===== config.mk =====
export PLATFORM = sky130hd
export DESIGN_NAME = sram_byte_ctl
export DESIGN_NICKNAME = d
export VERILOG_FILES = /design/src/rtl/sram_ctl_pkg.sv /design/src/rtl/sram_ctl_timer.sv /design/src/rtl/sram_ctl_run_guard.sv /design/src/rtl/sram_byte_ctl.sv
export SDC_FILE = /design/constraint.sdc
export NUM_CORES = 1
export LEC_CHECK = 0
export BUFFER_PORTS_ARGS = -buffer_cell sky130_fd_sc_hd__buf_2
export CORE_ASPECT_RATIO = 1.4
export CORE_MARGIN = 2
export CORE_UTILIZATION = 55
export CTS_CLUSTER_DIAMETER = 80
export DETAILED_ROUTE_END_ITERATION = 10
export GPL_TIMING_DRIVEN = 0
export PLACE_DENSITY = 0.85
export SYNTH_ARGS = -nofsm -noshare
export SYNTH_HDL_FRONTEND = slang
export SYNTH_SLANG_ARGS = --single-unit

===== constraint.sdc =====
create_clock -name clk -period 3.5 [get_ports clk]
set_input_delay 0.7 -clock clk [delete_from_list [all_inputs] [get_ports clk]]
set_output_delay 0.7 -clock clk [all_outputs]
set_load 0.02 [all_outputs]

===== src/rtl/sram_ctl_pkg.sv =====
package sram_ctl_pkg;

    typedef enum logic [2:0] {
        ST_PWRUP,
        ST_IDLE,
        ST_WRITE,
        ST_READ,
        ST_RECOVER
    } ctl_state_t;

    // Minimum time in ns converted to clock counts, rounded up, at least 1.
    function automatic int ns_to_cyc(input int ns, input int clk_ps);
        int c;
        c = (ns * 1000 + clk_ps - 1) / clk_ps;
        return (c < 1) ? 1 : c;
    endfunction

    function automatic int imax(input int a, input int b);
        return (a > b) ? a : b;
    endfunction

endpackage


===== src/rtl/sram_ctl_timer.sv =====
module sram_ctl_timer #(
    parameter int W       = 16,
    parameter int RST_VAL = 0
) (
    input  logic         clk,
    input  logic         rst_n,
    input  logic         load,
    input  logic [W-1:0] load_val,
    output logic         zero
);
    logic [W-1:0] cnt;

    always_ff @(posedge clk) begin
        if (!rst_n)
            cnt <= W'(RST_VAL);
        else if (load)
            cnt <= load_val;
        else if (cnt != '0)
            cnt <= cnt - 1'b1;
    end

    assign zero = (cnt == '0);
endmodule


===== src/rtl/sram_ctl_run_guard.sv =====
module sram_ctl_run_guard #(
    parameter int LIMIT = 4000,
    parameter int REST  = 4
) (
    input  logic clk,
    input  logic rst_n,
    input  logic active,
    input  logic rest_cycle,
    output logic block
);
    localparam int RW = $clog2(LIMIT + 1) + 1;
    localparam int SW = $clog2(REST + 1) + 1;

    logic [RW-1:0] run_cnt;
    logic [SW-1:0] rest_cnt;
    logic          rest_done;

    assign rest_done = rest_cycle && (rest_cnt == SW'(REST - 1));

    always_ff @(posedge clk) begin
        if (!rst_n || !active) begin
            run_cnt  <= '0;
            rest_cnt <= '0;
        end else begin
            if (rest_done)
                run_cnt <= '0;
            else if (run_cnt < RW'(LIMIT))
                run_cnt <= run_cnt + 1'b1;

            if (!rest_cycle || rest_done)
                rest_cnt <= '0;
            else
                rest_cnt <= rest_cnt + 1'b1;
        end
    end

    assign block = (run_cnt >= RW'(LIMIT));
endmodule


===== src/rtl/sram_byte_ctl.sv =====
module sram_byte_ctl
    import sram_ctl_pkg::*;
#(
    parameter int ADDR_W      = 19,
    parameter int DATA_W      = 16,
    parameter int CLK_PS      = 20000,
    parameter int T_PWRUP_NS  = 200000,
    parameter int T_CYCLE_NS  = 70,
    parameter int T_WP_NS     = 50,
    parameter int T_CW_NS     = 60,
    parameter int T_DW_NS     = 20,
    parameter int T_ACC_NS    = 70,
    parameter int T_OE_NS     = 25,
    parameter int T_CP_NS     = 10,
    parameter int T_BURST_NS  = 80000
) (
    input  logic                clk,
    input  logic                rst_n,
    input  logic                req_valid,
    output logic                req_ready,
    input  logic                req_write,
    input  logic [ADDR_W-1:0]   req_addr,
    input  logic [DATA_W-1:0]   req_wdata,
    input  logic [DATA_W/8-1:0] req_mask,
    output logic                rsp_valid,
    output logic [DATA_W-1:0]   rsp_rdata,
    output logic [ADDR_W-1:0]   sram_addr,
    output logic                sram_cs1_n,
    output logic                sram_cs2,
    output logic                sram_we_n,
    output logic                sram_oe_n,
    output logic [DATA_W/8-1:0] sram_be_n,
    output logic [DATA_W-1:0]   sram_dq_out,
    output logic                sram_dq_oe,
    input  logic [DATA_W-1:0]   sram_dq_in
);
    localparam int LANES     = DATA_W / 8;
    localparam int PWR_CYC   = ns_to_cyc(T_PWRUP_NS, CLK_PS);
    localparam int RC_CYC    = ns_to_cyc(T_CYCLE_NS, CLK_PS);
    localparam int WP_CYC    = ns_to_cyc(T_WP_NS, CLK_PS);
    localparam int CW_CYC    = ns_to_cyc(T_CW_NS, CLK_PS);
    localparam int DW_CYC    = ns_to_cyc(T_DW_NS, CLK_PS);
    localparam int AA_CYC    = ns_to_cyc(T_ACC_NS, CLK_PS);
    localparam int OE_CYC    = ns_to_cyc(T_OE_NS, CLK_PS);
    localparam int CP_CYC    = ns_to_cyc(T_CP_NS, CLK_PS);
    localparam int BURST_CYC = ns_to_cyc(T_BURST_NS, CLK_PS);
    localparam int WR_CYC    = imax(imax(WP_CYC, CW_CYC), imax(DW_CYC, RC_CYC));
    localparam int RD_CYC    = imax(imax(AA_CYC, OE_CYC), RC_CYC);
    localparam int REST_CYC  = RC_CYC;
    localparam int ACC_CYC   = imax(WR_CYC, RD_CYC) + CP_CYC + 1;
    localparam int RUN_LIMIT = BURST_CYC - ACC_CYC - 2 * REST_CYC - 2;
    localparam int TMR_MAX   = imax(PWR_CYC, imax(ACC_CYC, CP_CYC));
    localparam int TW        = $clog2(TMR_MAX + 1);

    ctl_state_t           state, state_nxt;
    logic                 tmr_load, tmr_zero, block, accept;
    logic [TW-1:0]        tmr_val;
    logic [ADDR_W-1:0]    addr_q;
    logic [DATA_W-1:0]    wdata_q, rd_lanes;
    logic [LANES-1:0]     mask_q;
    logic                 any_lane;

    sram_ctl_timer #(.W(TW), .RST_VAL(PWR_CYC - 1)) u_timer (
        .clk      (clk),
        .rst_n    (rst_n),
        .load     (tmr_load),
        .load_val (tmr_val),
        .zero     (tmr_zero)
    );

    sram_ctl_run_guard #(.LIMIT(RUN_LIMIT), .REST(REST_CYC)) u_guard (
        .clk        (clk),
        .rst_n      (rst_n),
        .active     (state != ST_PWRUP),
        .rest_cycle ((state == ST_IDLE) && !accept),
        .block      (block)
    );

    assign req_ready = (state == ST_IDLE) && !block;
    assign accept    = req_ready && req_valid;
    assign any_lane  = |mask_q;

    // State register
    always_ff @(posedge clk) begin
        if (!rst_n) state <= ST_PWRUP;
        else        state <= state_nxt;
    end

    // Next state and phase timer control
    always_comb begin
        state_nxt = state;
        tmr_load  = 1'b0;
        tmr_val   = '0;
        unique case (state)
            ST_PWRUP:   if (tmr_zero) state_nxt = ST_IDLE;
            ST_IDLE: begin
                if (accept) begin
                    tmr_load  = 1'b1;
                    tmr_val   = req_write ? TW'(WR_CYC - 1) : TW'(RD_CYC - 1);
                    state_nxt = req_write ? ST_WRITE : ST_READ;
                end
            end
            ST_WRITE, ST_READ: begin
                if (tmr_zero) begin
                    tmr_load  = 1'b1;
                    tmr_val   = TW'(CP_CYC - 1);
                    state_nxt = ST_RECOVER;
                end
            end
            ST_RECOVER: if (tmr_zero) state_nxt = ST_IDLE;
            default:    state_nxt = ST_IDLE;
        endcase
    end

    // Memory-side outputs decoded from the state
    always_comb begin
        sram_cs1_n = 1'b1;
        sram_cs2   = 1'b0;
        sram_we_n  = 1'b1;
        sram_oe_n  = 1'b1;
        sram_be_n  = '1;
        sram_dq_oe = 1'b0;
        unique case (state)
            ST_WRITE: begin
                sram_cs1_n = !any_lane;
                sram_cs2   = any_lane;
                sram_we_n  = !any_lane;
                sram_be_n  = ~mask_q;
                sram_dq_oe = any_lane;
            end
            ST_READ: begin
                sram_cs1_n = !any_lane;
                sram_cs2   = any_lane;
                sram_oe_n  = !any_lane;
                sram_be_n  = ~mask_q;
            end
            default: ;
        endcase
    end

    assign sram_addr   = addr_q;
    assign sram_dq_out = wdata_q;

    // Request capture
    always_ff @(posedge clk) begin
        if (!rst_n) begin
            addr_q  <= '0;
            wdata_q <= '0;
            mask_q  <= '0;
        end else if (accept) begin
            addr_q  <= req_addr;
            wdata_q <= req_wdata;
            mask_q  <= req_mask;
        end
    end

    for (genvar i = 0; i < LANES; i++) begin : g_lane
        assign rd_lanes[8*i +: 8] = mask_q[i] ? sram_dq_in[8*i +: 8] : 8'h00;
    end

    // Read response
    always_ff @(posedge clk) begin
        if (!rst_n) begin
            rsp_valid <= 1'b0;
            rsp_rdata <= '0;
        end else begin
            rsp_valid <= (state == ST_READ) && tmr_zero;
            if ((state == ST_READ) && tmr_zero)
                rsp_rdata <= rd_lanes;
        end
    end
endmodule


==> flow_summary.ini, run 1 <==
[critical_path]
cp-endpoint = req_ready
worst-setup-path-type = flip-flop to primary output
startpoint = u_guard.run_cnt[7]$_SDFFE_PP0N_
path_max_fanout = 10
critPathCaptureType = primary output
r2r_slack_ps = 800
r2r-start = u_timer.cnt[0]$_SDFFE_PN1P_
crit_arrival_ps = 2010
cp-start-kind = flip-flop
r2r_end = u_timer.cnt[3]$_SDFFE_PN1P_
reg2reg_depth = 6
cp_data_required_time_ps = 2800

[timing]
skew_ps = 15.5
hold_viol_final = 0
setup-tns-final_ps = 0
finalCritPeriodShare_pct = 77.4
tightest_slew_ps = 876
rsz0062_at_grt = no
fin_crit_ps = 2710
final_max_slew_viol_count = 0
fmax_ghz = 0.369
slew_headroom_pct = 41.5
setup_viol = 0

[synth]
yosysTopAreaCellShare_pct = 47.2
netlist_area_um2 = 3730
syn_inst = 445
synthAdderAreaFrac_pct = 1.68
synth_simple_gate_area_share_pct = 24.6
synthMuxAreaShare_pct = 6.17
synthXorXnorAreaFrac_pct = 2.82
yosysTopAreaCell = dfxtp_1
syn_area_per_cell_um2 = 8.38
synth_ff_type = dfxtp_1
syn-num-nets = 507
synth_top_family_by_area = simple AND/OR/NAND/NOR gates
synth_edf_count = 0
synth_compound_area_share_pct = 13.0
synth_seq_area_share_pct = 47.2
synth_area_leaders = dfxtp_1 (47%), nand2_1 (10%), a21oi_1 (6.6%)
ys_seq_elements = 88
yosysUniqueCellTypes = 44
yosysWarnings = 0
yosysMostFrequentCell = nand2_1
yosys-top-cells-count = nand2_1 (102), dfxtp_1 (88), a21oi_1 (49)
synthArstFlopShare_pct = 0

[layout]
seq_area_um2 = 1760
drive_gt1_share_pct = 25.9
fillers = 536
final_nets = 633
antenna_cells = 0
multi_input_comb_area_um2 = 1800
final_cells = 650
synthToLayoutAreaGrowth_pct = 22.7

[routing]
dr_total_vias = 3537
antenna_left = 0
drt_pass1_iterations = 4
wl_um = 8810
route.detailed.drc = 0
wire_per_inst_um = 13.5
drtIter0Drc = 166
vias_per_cell = 5.44

[clock_tree]
clk_latency_ps = 360
cts_made_buffers = 9
htree_levels = 3
cts_tree = built
clk_pin_slew_ps = 100
post-cts-setup-buffers = 0
post_cts_resized = 0
postCtsHoldBufs = 0
cts_buffer_depth = 2
root_buffer = clkbuf_8
cts_sinks = 88

[placement]
dp_hpwl_um = 6630
dp.cells = 634
gp_congestion = 0.837
portBuffers = 115

[pwr]
total_leakage_power_nw = 1.95
powerDensity_nw_per_um2 = 376
pwr-share-clk_pct = 37.8
ir_worst_vdd_uv = 381
p_seq_share_pct = 58.6
internal_power_mw = 1.30
p_sw_mw = 0.420
pwr-share-comb_pct = 3.6
p_sw_share_pct = 24.4

[floorplanning]
core_area_um2 = 6570
die_area_um2 = 7470
die-height_um = 101
rows = 35
die_w_um = 73.6
ios = 117
initial_core_util_pct = 56.8

[global_routing]
grt_pass1_wl_um = 14500
use_met1_pct = 27.3
grt_max_degree = 17
grt_use_total_pct = 24.2
met2_usage_pct = 43.8
gr-max-usage-layer = met2
overflow = 0
grt_pass1_vias = 3356
use_met3_pct = 5.37
antenna_found_initial = 0

[job]
drv_cap = 0

[worst_hold_path]
min-delay-path-class = flip-flop to flip-flop

[outcome]
status = complete, no violations
==> logic make-up (layout without fill, tap and decap cells) <==
family                   after synthesis  count (layout)
AO/OA/AOI/OAI                         82              82
AND/OR/NAND/NOR                      194             194
multiplexers                          23              23
buffers and inverters                 41             172
adder cells (fa/ha/maj)                5               5
flip-flops                            88              88
XOR/XNOR                              12              12
==> metrics by stage <==
| stage | hold slack [ps] | setup slack [ps] | power, mW | instance area [µm²] | util [%] |
|---|---|---|---|---|---|
| 4_1_cts | 457 | 790 | 1.73 | 4580 | 69.7 |
| 3_3_place_gp | 429 | 881 | 1.09 | 4400 | 67.0 |
| 5_1_grt | 478 | 450 | 1.78 | 4580 | 69.7 |
| 6_report | 454 | 791 | 1.72 | 4580 | 69.7 |
| 2_1_floorplan | 418 | 1290 | 1.05 | 3730 | - |
| 3_5_place_dp | 443 | 903 | 1.09 | 4400 | 67.0 |
==> routing by layer <==
metal | part of all wire (%) | routed length (µm)
met4 | 1.9 | 165
met1 | 39 | 3440
met3 | 4.4 | 388
met5 | 0 | 0
met2 | 55 | 4810
==> worst min-delay path by stage <==
stage,start,to,cells after the start
after CTS,sram_dq_out[10]$_SDFFE_PN0P_,sram_dq_out[10]$_SDFFE_PN0P_,2
after detailed placement,sram_dq_out[10]$_SDFFE_PN0P_,sram_dq_out[10]$_SDFFE_PN0P_,2
after global routing,sram_dq_out[10]$_SDFFE_PN0P_,sram_dq_out[10]$_SDFFE_PN0P_,2
final,sram_dq_out[10]$_SDFFE_PN0P_,sram_dq_out[10]$_SDFFE_PN0P_,2
after global placement,u_guard.rest_cnt[0]$_SDFF_PP0_,u_guard.rest_cnt[0]$_SDFF_PP0_,1
after floorplan,u_guard.rest_cnt[0]$_SDFF_PP0_,u_guard.rest_cnt[0]$_SDFF_PP0_,1
==> critical path, cell delays in order (launching register included) <==
cell      delay (ps)
dfxtp_1          430
and4_1           260
clkbuf_1         330
a31oi_1          240
and3_1           240
buf_2            160
==> layout make-up <==
class                      instances  share of cell area (%)
buffer                            29                    2.71
inverter                          12                   0.984
clock buffer                      10                    2.79
sequential                        88                    38.5
timing repair buffer             115                    12.6
tap                               74                    2.02
multi-input combinational        316                    39.3
clock inverter                     6                    1.09
==> sequential cells by signal, summed over array words and instances, names as in the netlist <==
register and cells:
sram_addr 19, mask_q 2, rsp_valid 1, u_timer.cnt 14
rsp_rdata 16, state 3, u_guard.run_cnt 13, u_guard.rest_cnt 4
sram_dq_out 16
==> power by group through the flow <==
stage,clock network [mW],registers [mW],logic [mW]
2_1_floorplan,0,1.03,0.0239
5_1_grt,0.700,1.01,0.0695
3_3_place_gp,0,1.03,0.0612
6_report,0.651,1.01,0.0625
4_1_cts,0.662,1.01,0.0624
3_5_place_dp,0,1.03,0.0619
==> layout by cell type (no fill, tap or decap), types with 3 or more instances in the layout <==
master	n
buf_2	118
nand2_1	102
dfxtp_1	88
a21oi_1	49
nand3_1	26
clkbuf_1	25
mux2i_1	23
nor2_1	21
inv_1	12
o21ai_0	10
xnor2_1	9
nor2_2	9
clkbuf_8	9
nor3_1	5
ha_1	5
or3_1	4
a31oi_1	4
a311oi_1	4
nor2b_1	3
and4_1	3
nand4_1	3
xor2_1	3
a2111oi_0	3
Power figures use the tool's default switching activity.
==> inputs of run 2 (changes only) <==
CORE_UTILIZATION = 51   (was 55)
PLACE_DENSITY = 0.8   (was 0.85)
clock period = 2.6 ns   (was 3.5 ns; I/O delays follow)
==> run 2 against run 1 <==
  * Die area grew 7.5%
  * Routed wire length grew 4.5%
  * Hold slack lost 110 ps
  * Largest power group unchanged
==> flow_summary.ini, run 2 (synthesis results as in run 1) <==
[floorplanning]
die-height_um = 105
core_area_um2 = 7030
die_w_um = 76.3
rows = 36
initial_core_util_pct = 53.1
die_area_um2 = 8020
ios = 117

[clock_tree]
postCtsHoldBufs = 0
clk_pin_slew_ps = 90
htree_levels = 3
root_buffer = clkbuf_8
clk_latency_ps = 360
cts_made_buffers = 9
cts_sinks = 88
cts_buffer_depth = 2
cts_tree = built

[global_routing]
grt_max_degree = 17
grt_pass1_vias = 3445
antenna_found_initial = 0
grt_pass1_wl_um = 15200
overflow = 0
grt_use_total_pct = 23.0

[outcome]
status = complete, no violations

[layout]
final_util_pct = 66.1
drive_gt1_share_pct = 26.6
layout_common_cells = buf_2 (118), nand2_1 (102), dfxtp_1 (88)
fillers = 616
synthToLayoutAreaGrowth_pct = 24.6
largest_register_ffs = 19
final_common_cell = buf_2
antenna_cells = 0
final_nets = 633

[pwr]
powerDensity_nw_per_um2 = 522
p_seq_share_pct = 56.0
p_sw_share_pct = 23.7
internal_power_mw = 1.85
ir_worst_vdd_uv = 477
pwr-share-comb_pct = 3.4
pwr-share-clk_pct = 40.6
total_leakage_power_nw = 1.97
p_sw_mw = 0.576

[timing]
slew_headroom_pct = 45.4
tightest_slew_ps = 813
fmax_ghz = 0.412
hold_viol_final = 0
finalCritPeriodShare_pct = 93.3
skew_ps = 9.72
final_max_slew_viol_count = 0
setup_viol = 0
setup-tns-final_ps = 0
rsz0062_at_grt = no
fin_crit_ps = 2430

[routing]
dr_total_vias = 3550
wire_per_inst_um = 13.7
drt_pass1_iterations = 4
route.detailed.drc = 0
drtIter0Drc = 205
antenna_left = 0
wl_um = 9200
vias_per_cell = 5.29

[critical_path]
crit_top_cell = buf_2
critPathCaptureType = primary output
path_max_fanout = 7
path_cells = or3_1 -> buf_2 -> a31oi_4 -> and3_1 -> buf_2
cp_slowest_stage_delay_ps = 390
cp-start-kind = flip-flop
cp_data_required_time_ps = 2080
worst-setup-path-type = flip-flop to primary output
crit_slowest_cell = or3_1
crit_arrival_ps = 1910

[job]
drv_cap = 0

[placement]
gp_congestion = 0.819
dp_hpwl_um = 6840
portBuffers = 115

[worst_hold_path]
min-delay-path-class = input pin to flip-flop
-- run 2: cell types whose count changed in the layout (fill, tap and decap cells not counted), sizes merged --
cell / delta
bufinv: +1
clkbuf: -1
clkinvlp: -1
inv: +1
-- run 2: final timing paths --
kind	start	to	slack, ps	depth (start not counted)
worst max-delay path	u_guard.run_cnt[4]$_SDFFE_PP0N_	req_ready	170	5
worst min-delay path	req_write	state[0]$_SDFFE_PN0P_	340	2
worst max register to register	u_timer.cnt[0]$_SDFFE_PN1P_	u_timer.cnt[7]$_SDFFE_PN0P_	220	6
worst min register to register	sram_addr[0]$_SDFFE_PN0P_	sram_addr[0]$_SDFFE_PN0P_	460	2
-- run 2: timing repair --
action	CTS	global route
gates resized for setup	1	5
hold endpoints to repair	0	0
cloned	0	0
buffers inserted	0	0
endpoints found under the setup margin	19	4
-- run 2: critical path, delay by kind of cell, from the launching register on --
family / cells / cell delay [ps]
flip-flops: 1 / 370
buffers and inverters: 2 / 350
AO/OA/AOI/OAI: 1 / 230
AND/OR/NAND/NOR: 2 / 600
-- run 2: per-stage QoR --
step / cell area (µm²) / cells / power, mW / hold WS, ps / setup WS [ps]
floorplan: 3730 / 445 / 1.42 / 418 / 426
global placement: 4420 / 655 / 1.47 / 431 / -50.3
detailed placement: 4420 / 655 / 1.47 / 438 / -114
CTS: 4630 / 671 / 2.43 / 343 / 17.2
global route: 4650 / 671 / 2.50 / 361 / 1.76
finish: 4650 / 671 / 2.42 / 344 / 175
-- run 2: cell type report --
cell class,count,area [µm²],share of cell area (%)
sequential,88,1760,37.9
clock inverter,7,77.6,1.67
tap,95,119,2.56
multi-input combinational,316,1820,39.1
clock buffer,9,124,2.67
buffer,29,125,2.69
inverter,12,45.0,0.969
timing repair buffer,115,576,12.4
-- run 2: power by group through the flow --
stage	registers, mW	clock network [mW]	logic [mW]
floorplan	1.39	0	0.0322
global placement	1.39	0	0.0822
detailed placement	1.39	0	0.0833
CTS	1.36	0.989	0.0839
global route	1.36	1.05	0.0923
finish	1.36	0.984	0.0833
-- run 2: routing by layer --
| layer | share of wire (%) | vias up | track usage, % |
|---|---|---|---|
| li1 | - | 1772 | - |
| met1 | 40 | 1664 | 24.9 |
| met2 | 53 | 83 | 41.5 |
| met3 | 4.0 | 31 | 5.35 |
| met4 | 3.5 | 0 | 11.6 |
| met5 | 0 | - | 0 |
==> inputs of run 3 (changes only) <==
--- a/config.mk
+++ b/config.mk
@@ -9,9 +9,9 @@
 export CORE_ASPECT_RATIO = 1.4
 export CORE_MARGIN = 2
-export CORE_UTILIZATION = 51
+export CORE_UTILIZATION = 45
 export CTS_CLUSTER_DIAMETER = 80
 export DETAILED_ROUTE_END_ITERATION = 10
 export GPL_TIMING_DRIVEN = 0
-export PLACE_DENSITY = 0.8
+export PLACE_DENSITY = 0.72
 export SYNTH_ARGS = -nofsm -noshare
 export SYNTH_HDL_FRONTEND = slang
==> constraint.sdc (replaced) <==
create_clock -name clk -period 2.6 [get_ports clk]
set_input_delay 0.52 -clock clk [delete_from_list [all_inputs] [get_ports clk]]
set_output_delay 0.52 -clock clk [all_outputs]
set_load 0.005 [all_outputs]
==> run 3 against run 2 <==
  * Clock power is 42% higher
  * Sequential share of layout area shrank 1.1 points
  * Total power increased by 17%
  * Worst setup slack worse by 49 ps
  * Sequential power about the same
  * Combinational power rose by 3.6%
==> flow_summary.ini, run 3 (synthesis results as in run 1) <==
[floorplanning]
die-height_um = 112
rows = 39
die_area_um2 = 9040
core_area_um2 = 8100
initial_core_util_pct = 46.0
ios = 117
die_w_um = 80.9

[global_routing]
antenna_found_initial = 1
overflow = 0
grt_pass1_vias = 3464
grt_pass1_wl_um = 15600
met2_usage_pct = 38.7
grt_max_degree = 16
gr-max-usage-layer = met2
grt_use_total_pct = 21.8
use_met3_pct = 5.59
use_met1_pct = 23.7

[outcome]
status = complete, no violations

[timing]
final_max_slew_viol_count = 0
fin_crit_ps = 2470
hold_viol_final = 0
slew_headroom_pct = 46.9
rsz0062_at_grt = no
finalCritPeriodShare_pct = 95.2
tightest_slew_ps = 790
setup_viol = 0
skew_ps = 6.65
fmax_ghz = 0.404
setup_slack_ps = 125

[routing]
antenna_left = 0
drt_pass1_iterations = 4
wl_um = 9530
dr_total_vias = 3612
vias_per_cell = 5.31
route.detailed.drc = 0
drtIter0Drc = 194
wire_per_inst_um = 14.0

[clock_tree]
cts_tree = built
root_buffer = clkbuf_16
cts_made_buffers = 9
postCtsHoldBufs = 0
clk_latency_ps = 340
cts_sinks = 88
clk_pin_slew_ps = 60
cts_buffer_depth = 2
htree_levels = 3

[job]
drv_cap = 0

[critical_path]
path_cells = or3_1 -> buf_2 -> a31oi_1 -> and3_1 -> buf_2
crit_slowest_cell = or3_1
crit_top_cell = buf_2
crit_arrival_ps = 1950
cp_top_family = simple AND/OR/NAND/NOR gates
cp_data_required_time_ps = 2080
critPathCaptureType = primary output
worst-setup-path-type = flip-flop to primary output
path_max_fanout = 7
cp_slowest_stage_delay_ps = 370
critPathBufInv = 2
cp-start-kind = flip-flop

[layout]
largest_register_ffs = 19
drive_gt1_share_pct = 26.7
synthToLayoutAreaGrowth_pct = 28.3
layout_common_cells = buf_2 (118), nand2_1 (102), dfxtp_1 (88)
final_common_cell = buf_2
final_cells = 680
final_nets = 634

[placement]
dp_slack_ps = -117
dp_hpwl_um = 6960
gp_congestion = 0.780
dp.cells = 662
portBuffers = 115

[pwr]
total_leakage_power_nw = 2.03
ir_worst_vdd_uv = 419
powerDensity_nw_per_um2 = 594

[worst_hold_path]
min-delay-path-class = input pin to flip-flop
-- run 3: cell count changes in the layout (fill, tap and decap cells not counted), sizes merged --
| cell | change |
|---|---|
| inv | -4 |
| bufinv | +1 |
| buf | +1 |
| clkbuf | +1 |
| clkinvlp | +2 |
| diode | +1 |
-- run 3: worst register-to-register path, stage by stage, from the launching register on --
cell,delay (ps)
dfxtp_1,330
inv_1,120
ha_1,190
nor3b_2,470
and4_1,260
buf_2,180
nand3_2,240
buf_4,290
mux2i_1,190
-- run 3: metal layers --
layer	up-vias	share of wire [%]
li1	1785	-
met1	1698	38
met2	104	53
met3	25	5.4
met4	0	3.0
met5	-	0
-- run 3: path summary, 6_finish.rpt --
kind	endpoint	slack (ps)	cells past startpoint	start
hold / removal	state[0]$_SDFFE_PN0P_	380	2	req_write
setup / recovery	req_ready	130	5	u_guard.run_cnt[4]$_SDFFE_PP0N_
hold reg to reg	u_guard.rest_cnt[0]$_SDFF_PP0_	450	1	u_guard.rest_cnt[0]$_SDFF_PP0_
setup reg to reg	rsp_rdata[9]$_SDFFE_PN0P_	260	8	u_timer.cnt[0]$_SDFFE_PN1P_
-- run 3: cell type report --
type | instances | area [µm²]
inverter | 12 | 45.0
clock inverter | 6 | 92.6
clock buffer | 10 | 239
antenna | 1 | 2.50
tap | 102 | 128
buffer | 29 | 125
timing repair buffer | 116 | 583
sequential | 88 | 1760
multi-input combinational | 316 | 1810
fill | 753 | 3310
-- run 3: timing repair --
| action | in CTS | in global routing |
|---|---|---|
| buffers inserted | 0 | 1 |
| gates resized for setup | 1 | 4 |
| setup endpoints to repair | 14 | 7 |
| pin swaps | 0 | 1 |
-- run 3: power by group --
part,internal (mW),switching [mW]
Sequential,1.35,0.00591
Clock,0.871,0.527
Combinational,0.0410,0.0453
Total,2.26,0.579
-- run 3: through the flow --
stage	power, mW	setup TNS [ps]	hold slack, ps	utilization [%]	cell area (µm²)
after floorplan	1.42	0	418	-	3730
after global placement	1.47	-683	432	54.7	4430
after detailed placement	1.47	-864	443	54.7	4430
after CTS	2.86	0	375	58.9	4770
after global routing	2.94	0	385	59.1	4790
final	2.84	0	380	59.1	4790
